`src/rtl/dma_dst_pkg.sv`:
```
package dma_dst_pkg;

  typedef enum logic [1:0] {
    DST_FIXED = 2'b00,
    DST_INC   = 2'b01,
    DST_DEC   = 2'b10,
    DST_BAD   = 2'b11
  } dst_mode_e;

  typedef enum logic [1:0] {
    SZ_BYTE  = 2'b00,
    SZ_HALF  = 2'b01,
    SZ_WORD  = 2'b10,
    SZ_BLK16 = 2'b11
  } xfer_size_e;

  localparam int CTRL_AM_BIT = 0;
  localparam int CTRL_AL_BIT = 1;
  localparam int CTRL_DM_LSB = 2;

  // Byte distance covered by one transfer of the given size.
  function automatic logic [4:0] step_bytes(xfer_size_e sz);
    case (sz)
      SZ_BYTE:  return 5'd1;
      SZ_HALF:  return 5'd2;
      SZ_WORD:  return 5'd4;
      default:  return 5'd16;
    endcase
  endfunction

  // A prohibited mode, or a downward step of a block transfer.
  function automatic logic setting_illegal(dst_mode_e m, xfer_size_e sz);
    return (m == DST_BAD) || ((m == DST_DEC) && (sz == SZ_BLK16));
  endfunction

endpackage

```
`src/rtl/dma_dst_stepper.sv`:
```
module dma_dst_stepper
  import dma_dst_pkg::*;
#(
  parameter int DW = 32
) (
  input  logic [DW-1:0] cur_addr,
  input  dst_mode_e     mode,
  input  xfer_size_e    size,
  output logic [DW-1:0] nxt_addr,
  output logic          illegal
);

  logic [DW-1:0] step;
  logic [DW-1:0] stepped;

  always_comb begin
    step    = DW'(step_bytes(size));
    illegal = setting_illegal(mode, size);
    case (mode)
      DST_INC: stepped = cur_addr + step;
      DST_DEC: stepped = cur_addr - step;
      default: stepped = cur_addr;
    endcase
    nxt_addr = illegal ? cur_addr : stepped;
  end

endmodule

```
`src/rtl/dma_dack_drv.sv`:
```
module dma_dack_drv (
  input  logic clk,
  input  logic rst_n,
  input  logic sel,
  input  logic single_addr,
  input  logic rd_cycle,
  input  logic wr_cycle,
  input  logic ack_mode,
  input  logic ack_level,
  output logic dack_o
);

  logic dual_hit;
  logic ack_active;

  assign dual_hit   = ack_mode ? wr_cycle : rd_cycle;
  assign ack_active = sel && (single_addr ? (rd_cycle || wr_cycle) : dual_hit);
  assign dack_o     = ack_active ? ack_level : ~ack_level;

  assert_single_any_cycle_R9: assert property (@(posedge clk) disable iff (!rst_n)
    (sel && single_addr && (rd_cycle || wr_cycle)) |-> (dack_o == ack_level));

  assert_unselected_inactive_R10: assert property (@(posedge clk) disable iff (!rst_n)
    !sel |-> (dack_o != ack_level));

  assert_dual_timing_R8: assert property (@(posedge clk) disable iff (!rst_n)
    (sel && !single_addr && !rd_cycle && !wr_cycle) |-> (dack_o == ~ack_level));

endmodule

```
`src/rtl/dma_ch_slice.sv`:
```
module dma_ch_slice
  import dma_dst_pkg::*;
#(
  parameter int DW      = 32,
  parameter bit HAS_ACK = 1'b1
) (
  input  logic          clk,
  input  logic          rst_n,
  input  logic          ctrl_we,
  input  logic          addr_we,
  input  logic [DW-1:0] wdata,
  input  logic          xfer_done,
  input  xfer_size_e    size,
  output logic          ack_mode,
  output logic          ack_level,
  output dst_mode_e     dst_mode,
  output logic [DW-1:0] addr,
  output logic          err
);

  logic [DW-1:0] nxt_addr;
  logic          upd_illegal;

  dma_dst_stepper #(.DW(DW)) u_step (
    .cur_addr (addr),
    .mode     (dst_mode),
    .size     (size),
    .nxt_addr (nxt_addr),
    .illegal  (upd_illegal)
  );

  generate
    if (HAS_ACK) begin : g_ack
      always_ff @(posedge clk or negedge rst_n) begin
        if (!rst_n) begin
          ack_mode  <= 1'b0;
          ack_level <= 1'b0;
        end else if (ctrl_we) begin
          ack_mode  <= wdata[CTRL_AM_BIT];
          ack_level <= wdata[CTRL_AL_BIT];
        end
      end
    end else begin : g_noack
      assign ack_mode  = 1'b0;
      assign ack_level = 1'b0;
    end
  endgenerate

  always_ff @(posedge clk or negedge rst_n) begin
    if (!rst_n) begin
      dst_mode <= DST_FIXED;
      addr     <= '0;
      err      <= 1'b0;
    end else begin
      err <= 1'b0;
      if (ctrl_we) dst_mode <= dst_mode_e'(wdata[CTRL_DM_LSB +: 2]);
      if (addr_we) begin
        addr <= wdata;
      end else if (xfer_done) begin
        addr <= nxt_addr;
        err  <= upd_illegal;
      end
    end
  end

  assert_load_wins_R7: assert property (@(posedge clk) disable iff (!rst_n)
    addr_we |=> (addr == $past(wdata)));

  assert_hold_on_illegal_R6: assert property (@(posedge clk) disable iff (!rst_n)
    (xfer_done && upd_illegal && !addr_we) |=> ((addr == $past(addr)) && err));

  assert_err_has_cause_R6: assert property (@(posedge clk) disable iff (!rst_n)
    err |-> $past(xfer_done && upd_illegal));

  assert_idle_addr_stable_R13: assert property (@(posedge clk) disable iff (!rst_n)
    (!xfer_done && !addr_we) |=> $stable(addr));

endmodule

```
`src/rtl/dma_dst_ack_ctrl.sv`:
```
module dma_dst_ack_ctrl
  import dma_dst_pkg::*;
#(
  parameter  int NCH    = 4,
  parameter  int DW     = 32,
  parameter  int ACK_CH = 2,
  localparam int CHW    = (NCH > 1) ? $clog2(NCH) : 1
) (
  input  logic           clk,
  input  logic           rst_n,
  input  logic           cfg_we,
  input  logic [CHW-1:0] cfg_ch,
  input  logic           cfg_addr_sel,
  input  logic [DW-1:0]  cfg_wdata,
  input  logic [CHW-1:0] rd_ch,
  input  logic           rd_addr_sel,
  output logic [DW-1:0]  rd_data,
  input  logic [CHW-1:0] xfer_ch,
  input  logic [1:0]     xfer_size,
  input  logic           single_addr,
  input  logic           rd_cycle,
  input  logic           wr_cycle,
  input  logic           xfer_done,
  output logic [DW-1:0]  dst_addr,
  output logic [NCH-1:0] dack,
  output logic           cfg_err
);

  logic            ch_am   [NCH];
  logic            ch_al   [NCH];
  dst_mode_e       ch_dm   [NCH];
  logic [DW-1:0]   ch_addr [NCH];
  logic [NCH-1:0]  ch_err;
  logic [NCH-1:0]  ch_sel;
  logic [DW-1:0]   ctrl_word [NCH];

  genvar c;
  generate
    for (c = 0; c < NCH; c++) begin : g_ch
      logic hit_cfg;
      assign hit_cfg   = cfg_we && (cfg_ch == CHW'(c));
      assign ch_sel[c] = (xfer_ch == CHW'(c));

      dma_ch_slice #(.DW(DW), .HAS_ACK(c < ACK_CH)) u_slice (
        .clk       (clk),
        .rst_n     (rst_n),
        .ctrl_we   (hit_cfg && !cfg_addr_sel),
        .addr_we   (hit_cfg && cfg_addr_sel),
        .wdata     (cfg_wdata),
        .xfer_done (xfer_done && ch_sel[c]),
        .size      (xfer_size_e'(xfer_size)),
        .ack_mode  (ch_am[c]),
        .ack_level (ch_al[c]),
        .dst_mode  (ch_dm[c]),
        .addr      (ch_addr[c]),
        .err       (ch_err[c])
      );

      dma_dack_drv u_dack (
        .clk         (clk),
        .rst_n       (rst_n),
        .sel         (ch_sel[c]),
        .single_addr (single_addr),
        .rd_cycle    (rd_cycle),
        .wr_cycle    (wr_cycle),
        .ack_mode    (ch_am[c]),
        .ack_level   (ch_al[c]),
        .dack_o      (dack[c])
      );

      always_comb begin
        ctrl_word[c]                    = '0;
        ctrl_word[c][CTRL_AM_BIT]       = ch_am[c];
        ctrl_word[c][CTRL_AL_BIT]       = ch_al[c];
        ctrl_word[c][CTRL_DM_LSB +: 2]  = ch_dm[c];
      end

      if (c >= ACK_CH) begin : g_fixed_ack
        assert_fixed_ack_readback_R11: assert property (@(posedge clk) disable iff (!rst_n)
          (cfg_we && (cfg_ch == CHW'(c)) && !cfg_addr_sel) |=> (ctrl_word[c][1:0] == 2'b00));
      end
    end
  endgenerate

  assign rd_data  = rd_addr_sel ? ch_addr[rd_ch] : ctrl_word[rd_ch];
  assign dst_addr = ch_addr[xfer_ch];
  assign cfg_err  = |ch_err;

  assert_single_err_source_R13: assert property (@(posedge clk) disable iff (!rst_n)
    $onehot0(ch_err));

endmodule

```
`config.mk`:
```
export PLATFORM = sky130hd
export DESIGN_NAME = dma_dst_ack_ctrl
export DESIGN_NICKNAME = d
export VERILOG_FILES = /design/src/rtl/dma_dst_pkg.sv /design/src/rtl/dma_dst_stepper.sv /design/src/rtl/dma_dack_drv.sv /design/src/rtl/dma_ch_slice.sv /design/src/rtl/dma_dst_ack_ctrl.sv
export SDC_FILE = /design/constraint.sdc
export NUM_CORES = 1
export LEC_CHECK = 0
export BUFFER_PORTS_ARGS = -buffer_cell sky130_fd_sc_hd__buf_2
export CELL_PAD_IN_SITES_DETAIL_PLACEMENT = 2
export CELL_PAD_IN_SITES_GLOBAL_PLACEMENT = 2
export CORE_ASPECT_RATIO = 1.4
export CORE_MARGIN = 1.5
export CORE_UTILIZATION = 35
export DETAILED_ROUTE_END_ITERATION = 7
export PLACE_DENSITY = 0.86
export SYNTH_ARGS = -nofsm -noshare
export SYNTH_HDL_FRONTEND = slang
export SYNTH_HIERARCHICAL = 1
export SYNTH_SLANG_ARGS = --single-unit
```
`constraint.sdc`:
```
create_clock -name clk -period 4 [get_ports clk]
set_clock_uncertainty 0.2 [all_clocks]
set_input_delay 0.2 -clock clk [delete_from_list [all_inputs] [get_ports clk]]
set_output_delay 0.2 -clock clk [all_outputs]
set_load 0.01 [all_outputs]
```
==> results.yml, run 1 <==
outcome:
  outcome: "finished, violations left"
  violations: "negative setup slack"
timing:
  final_hold_viol_count: 0
  clock.fmax_ghz: 0.245
  fin_ws_ns: -0.0737
  relSlewSlack: 0.248
  holdWs_ns: 0.135
  period_share: 1.02
  worst_pin_slew_ns: 1.13
  final.setup.tns_ns: -0.154
  layout_min_cycle_time_ns: 4.07
  maxSlewViolCount: 0
  setup_viol: 3
cells_and_area:
  stdcell_area_sq_um: 19200
  finalNetCount: 2300
  areaGrowthSynthToFinish_pct: 13.0
  multi_input_area_sq_um: 12800
  final_cell_mix: "341 x nand2_1, 155 x o21ai_1, 144 x o21ai_0"
  finalNonFillerCells: 2757
  drive_gt1_frac: 0.160
  final_common_cell: "nand2_1"
  num-fill-cells: 5360
  ff_latch_area_sq_um: 3600
place:
  io_buffer_count: 117
  placed_area_sq_um: 18000
  gp_congestion: 0.954
  dpl.hpwl_mm: 55.0
  dp_cells: 2685
yosys:
  yosysWarnings: 6
  synth_area_leaders: "dfrtp_1 21%, ha_1 10%, mux2i_1 7.8%"
  async_flop_share: 1.00
  synth_top_cell_by_area: "dfrtp_1"
  ys_seq_elements: 144
  netlist_area_sq_um: 17000
  synth_top_area_frac: 0.212
  avgSynthCellArea_sq_um: 8.47
  synth_flop_cell: "dfrtp_1"
  synth_cell_types: 69
  yosysSeqAreaShare: 0.212
  syn_inst: 2009
  synth_edf_count: 0
global_routing:
  antenna_found_initial: 3
  grt_max_degree: 81
  grt_pass1_vias: 18800
  grt_pass1_wl_mm: 114
  grtUsageTotal: 0.298
  grt_remaining_overflow: 0
routing:
  routedWlPerCell_um: 27.5
  drt_iter0_drc: 1006
  firstDrtPassIters: 5
  top_layer: "met4"
  wl_met2_mm: 39.2
  antenna_left: 0
  routed_wl_mm: 75.9
  drc_errors: 0
  viasPerCell: 6.23
  met3_length_mm: 2.97
  wl_met1_mm: 29.1
  vias: 17200
hold_path:
  hold_path_end: "g_ch[1].u_slice/ack_level"
  whs_path_depth: 3
  hold_path_startpoint: "cfg_addr_sel"
  hold_path.class: "input pin to flop"
power_and_ir_drop:
  p_int_w: 0.00741
  p_leak_nw: 8.16
  powerDensity_nw_per_um2: 829
  pwr-share-clk: 0.111
  ir_worst_vdd_mv: 0.343
  combPwrFrac: 0.674
  p_switching_w: 0.00852
  p_seq_frac: 0.215
  p_sw_frac: 0.535
  total_power_w: 0.0159
clock_tree:
  cts_buffers: 17
  cts_tree: "built"
  clk_pin_slew_ns: 0.08
  root_buffer: "clkbuf_16"
  clock_latency_ns: 0.47
  htreeDepth: 4
  clock_path_buffers: 2
  cts_sinks: 144
floorplanning:
  die_h_um: 264
  die_w_um: 189
  die_area_sq_um: 50000
  core-area_sq_um: 48000
  start_util: 0.354
  pin_count: 118
  rows: 95
flow_run:
  drv_cap: 0
worst_setup_path:
  crit_fanout: 7
  cp_data_arrival_time_ns: 4.21
  rr_worst_depth: 15
  endpoint_kind: "flop"
  critPathSlowestCell: "o31ai_1"
  r2r_end: "g_ch[3].u_slice/addr[24]"
  critical-path-max-stage-delay_ns: 0.53
  worstPathCellList: "inv_1, ha_4, buf_4, ha_1, a21oi_1, o21ai_0, a21oi_1, o31ai_1, a41oi_1, buf_4, o31ai_1, xnor2_1, o21ai_0, mux2i_1, o21ai_1"
  path_class: "flop to flop"
  critPathLaunchType: "flop"
  required_ns: 4.13
  regToRegStartpoint: "g_ch[3].u_slice/dst_mode[0]"
  r2r_setup_slack_ns: -0.07
## cell usage after synthesis, drive strengths merged (6+ instances only)
| library cell | count |
|---|---|
| a21oi | 122 |
| o211ai | 17 |
| a211oi | 10 |
| ha | 136 |
| o31ai | 13 |
| and4 | 6 |
| mux4 | 68 |
| dfrtp | 144 |
| nor2 | 89 |
| nor3 | 16 |
| o211a | 6 |
| xor2 | 65 |
| nand2 | 342 |
| or4 | 8 |
| and2 | 37 |
| nand3 | 20 |
| o21ai | 303 |
| nand4 | 17 |
| o21bai | 23 |
| or2 | 10 |
| mux2 | 16 |
| mux2i | 132 |
| buf | 56 |
| inv | 32 |
| a31oi | 17 |
| nand2b | 25 |
| xnor2 | 52 |
| o31a | 6 |
| nor2b | 16 |
| clkbuf | 58 |
| a21o | 65 |
| a211o | 13 |
| o21a | 17 |
## per-stage QoR
stage                      util  setup WS [ns]
after detailed placement  0.376        -0.0987
after global placement    0.376         0.0818
final                     0.400        -0.0737
after floorplan               -          0.130
after global routing      0.400         -0.133
after CTS                 0.397         0.0399
## power by group through the flow
stage          Clock (W)  Sequential, W  Combinational [W]
2_1_floorplan          0        0.00272            0.00718
3_3_place_gp           0        0.00317            0.00928
6_report         0.00177        0.00343             0.0107
5_1_grt          0.00182        0.00348             0.0116
3_5_place_dp           0        0.00334            0.00998
4_1_cts          0.00177        0.00335             0.0103
## what timing repair did
action,in CTS,in global routing
pin swaps,2,8
resized for setup,11,32
hold buffers,33,0
setup endpoints to repair,12,23
hold endpoints to repair,213,0
cloned,0,0
setup buffers,0,4
## state kept, by name (all words and copies together), names as in the netlist
name / count
g_ch.u_slice/ack_level: 2
g_ch.u_slice/ack_mode: 2
g_ch.u_slice/addr: 128
g_ch.u_slice/dst_mode: 8
g_ch.u_slice/err: 4
## cell type report
type,instances,area share
multi-input cells,1719,0.664
flip-flops and latches,144,0.187
repair buffers,197,0.0689
well taps,630,0.0410
clock buffers,18,0.0228
clock inverters,14,0.00924
inverters,32,0.00625
diodes,3,0.000390
## worst max-delay path by stage
| stage | start | end | slack, ns | cells past startpoint |
|---|---|---|---|---|
| finish | g_ch[3].u_slice/dst_mode[0] | g_ch[3].u_slice/addr[24] | -0.07 | 15 |
| floorplan | g_ch[3].u_slice/dst_mode[0] | g_ch[3].u_slice/addr[31] | 0.13 | 13 |
| CTS | g_ch[0].u_slice/dst_mode[1] | g_ch[0].u_slice/addr[18] | 0.04 | 14 |
| detailed placement | g_ch[3].u_slice/dst_mode[0] | g_ch[3].u_slice/addr[30] | -0.1 | 16 |
| global placement | g_ch[3].u_slice/dst_mode[0] | g_ch[3].u_slice/addr[30] | 0.08 | 16 |
| global route | g_ch[3].u_slice/dst_mode[0] | g_ch[3].u_slice/addr[31] | -0.13 | 14 |
## routing by layer
layer / vias to the layer above / track usage
met5: - / 0
met4: 0 / 0.171
met3: 224 / 0.0345
met2: 579 / 0.534
met1: 8807 / 0.338
li1: 7556 / -
## cell families (layout without fill, tap and decap cells)
kind of cell | after synthesis | in the layout | share of synthesized area
buf+inv | 148 | 261 | 0.0531
other cells | 2 | 7 | 0.000441
compound gates | 636 | 636 | 0.228
flops | 144 | 144 | 0.212
fa+ha+maj | 140 | 140 | 0.105
mux | 216 | 216 | 0.182
xor+xnor | 117 | 117 | 0.0602
simple gates | 606 | 606 | 0.160
## worst max-delay path, delay by kind of cell, from the launching register on
family          cells  cell delay [ns]
compound gates      8             1.77
fa+ha+maj           2             0.66
buf+inv             3             0.52
flops               1             0.43
xor+xnor            1             0.23
mux                 1             0.14
No activity file was read; power rests on OpenSTA's default activity.
==> run 2, diff against run 1 <==
--- a/config.mk
+++ b/config.mk
@@ -12,7 +12,7 @@
 export CORE_MARGIN = 1.5
 export CORE_UTILIZATION = 35
 export DETAILED_ROUTE_END_ITERATION = 7
-export PLACE_DENSITY = 0.86
+export PLACE_DENSITY_LB_ADDON = 0.1
 export SYNTH_ARGS = -nofsm -noshare
 export SYNTH_HDL_FRONTEND = slang
 export SYNTH_HIERARCHICAL = 1
==> results.yml, run 2 (synthesis gave the netlist of run 1 again) <==
worst_setup_path:
  r2r_end: "g_ch[1].u_slice/addr[22]"
  endpoint_kind: "flop"
  r2r_setup_slack_ns: 0.16
  critPathSlowestCell: "fa_1"
  cp-startpoint: "g_ch[1].u_slice/dst_mode[0]"
  worstPathCellList: "inv_1, ha_1, inv_1, o21bai_1, fa_1, a21o_1, a311oi_4, or4b_1, o211ai_2, or2_4, a21oi_1, xor2_1, o21ai_1, mux2i_1, o21ai_1"
  rr_worst_depth: 15
  required_ns: 4.10
  regToRegStartpoint: "g_ch[1].u_slice/dst_mode[0]"
  path_delay_family: "compound AO/OA/AOI/OAI gates"
  critical-path-max-stage-delay_ns: 0.46
  cp_data_arrival_time_ns: 3.94
  path_class: "flop to flop"
  critPathLaunchType: "flop"
  crit_fanout: 6
  worst-path-buf-inv: 2
clock_tree:
  clock_latency_ns: 0.46
  cts_sinks: 144
  root_buffer: "clkbuf_16"
  cts_buffers: 17
  clock_path_buffers: 2
  clk_pin_slew_ns: 0.08
  htreeDepth: 4
  cts_tree: "built"
power_and_ir_drop:
  ir_worst_vdd_mv: 0.376
  powerDensity_nw_per_um2: 786
  p_leak_nw: 8.22
hold_path:
  hold_path_end: "g_ch[1].u_slice/ack_mode"
  hold_path_startpoint: "cfg_addr_sel"
  hold_path.class: "input pin to flop"
  whs_path_depth: 3
floorplanning:
  start_util: 0.354
  core-area_sq_um: 48000
  pin_count: 118
  die_h_um: 264
  die_w_um: 189
  die_area_sq_um: 50000
  rows: 95
timing:
  holdWs_ns: 0.0731
  worst_pin_slew_ns: 1.01
  rsz0062_at_grt: "yes"
  relSlewSlack: 0.329
  period_share: 0.961
  final_hold_viol_count: 0
  layout_min_cycle_time_ns: 3.84
  setup_viol: 0
  clock.fmax_ghz: 0.260
  maxSlewViolCount: 0
place:
  io_buffer_count: 117
  dpl.hpwl_mm: 52.6
  gp_congestion: 0.876
outcome:
  outcome: "finished clean"
cells_and_area:
  final_cell_mix: "342 x nand2_1, 152 x o21ai_1, 148 x o21ai_0"
  regMostFlops: "g_ch.u_slice/addr"
  areaGrowthSynthToFinish_pct: 12.8
  largest_reg_flops: 128
  final_common_cell: "nand2_1"
  fin_util: 0.400
  largest_registers: "g_ch.u_slice/addr (128), g_ch.u_slice/dst_mode (8), g_ch.u_slice/err (4)"
  drive_gt1_frac: 0.160
  finalNetCount: 2313
routing:
  vias: 16100
  routedWlPerCell_um: 23.9
  routed_wl_mm: 66.2
  antenna_left: 0
  viasPerCell: 5.82
  drt_iter0_drc: 595
  drc_errors: 0
  firstDrtPassIters: 5
global_routing:
  grtUsageTotal: 0.268
  grt_max_degree: 98
  grt_remaining_overflow: 0
  grt_pass1_vias: 17800
  antenna_found_initial: 4
  grt_pass1_wl_mm: 103
flow_run:
  drv_cap: 0
[run 2: what timing repair did]
item | in CTS | in global routing
hold buffers | 33 | 0
setup endpoints to repair | 5 | 18
gates resized for setup | 3 | 24
buffers inserted | 0 | 1
hold endpoints to repair | 234 | 0
pin swaps | 0 | 3
[run 2: how the worst max path moves through the flow]
stage                                to  slack, ns  depth (start not counted)
6_report       g_ch[1].u_slice/addr[22]       0.16                         15
5_1_grt        g_ch[3].u_slice/addr[30]      -0.06                         17
4_1_cts        g_ch[0].u_slice/addr[29]       0.01                         15
3_5_place_dp   g_ch[0].u_slice/addr[31]      -0.07                         15
3_3_place_gp   g_ch[0].u_slice/addr[31]      -0.04                         15
2_1_floorplan  g_ch[3].u_slice/addr[31]       0.13                         13
[run 2: area by class of cell]
cell class / instances / area (sq um)
sequential: 144 / 3610
multi-input combinational: 1719 / 12700
tap: 630 / 788
inverter: 32 / 120
antenna: 5 / 12.5
fill: 5519 / 28800
timing repair buffer: 210 / 1390
clock buffer: 17 / 425
clock inverter: 15 / 161
[run 2: layer usage]
layer  track usage  part of all wire
met1         0.331              0.44
met2         0.473              0.50
met4         0.115             0.040
met5             0                 0
met3        0.0227             0.023
[run 2: report_power, final]
part | internal (W) | switching [W]
registers | 0.00210 | 0.00125
clock network | 0.000890 | 0.000808
logic | 0.00428 | 0.00576
total | 0.00727 | 0.00782
[run 2: through the flow]
step                cells  instance area (sq um)  setup TNS, ns  worst slack [ns]  total power (W)
floorplan            2011                  17000              0             0.130          0.00990
global placement     2701                  18100        -0.0377           -0.0377           0.0127
detailed placement   2701                  18100        -0.0738           -0.0738           0.0132
CTS                  2766                  19100              0            0.0117           0.0150
global route         2769                  19200        -0.0692           -0.0610           0.0163
finish               2772                  19200              0             0.157           0.0151
[run 2: worst reg2reg max path: cells and delay by family, from the launching register on]
kind | cells | cell delay, ns
buffers and inverters | 2 | 0.19
XOR/XNOR | 1 | 0.19
multiplexers | 1 | 0.20
AO/OA/AOI/OAI | 7 | 1.32
adder cells (fa/ha/maj) | 2 | 0.67
flip-flops | 1 | 0.40
AND/OR/NAND/NOR | 2 | 0.52
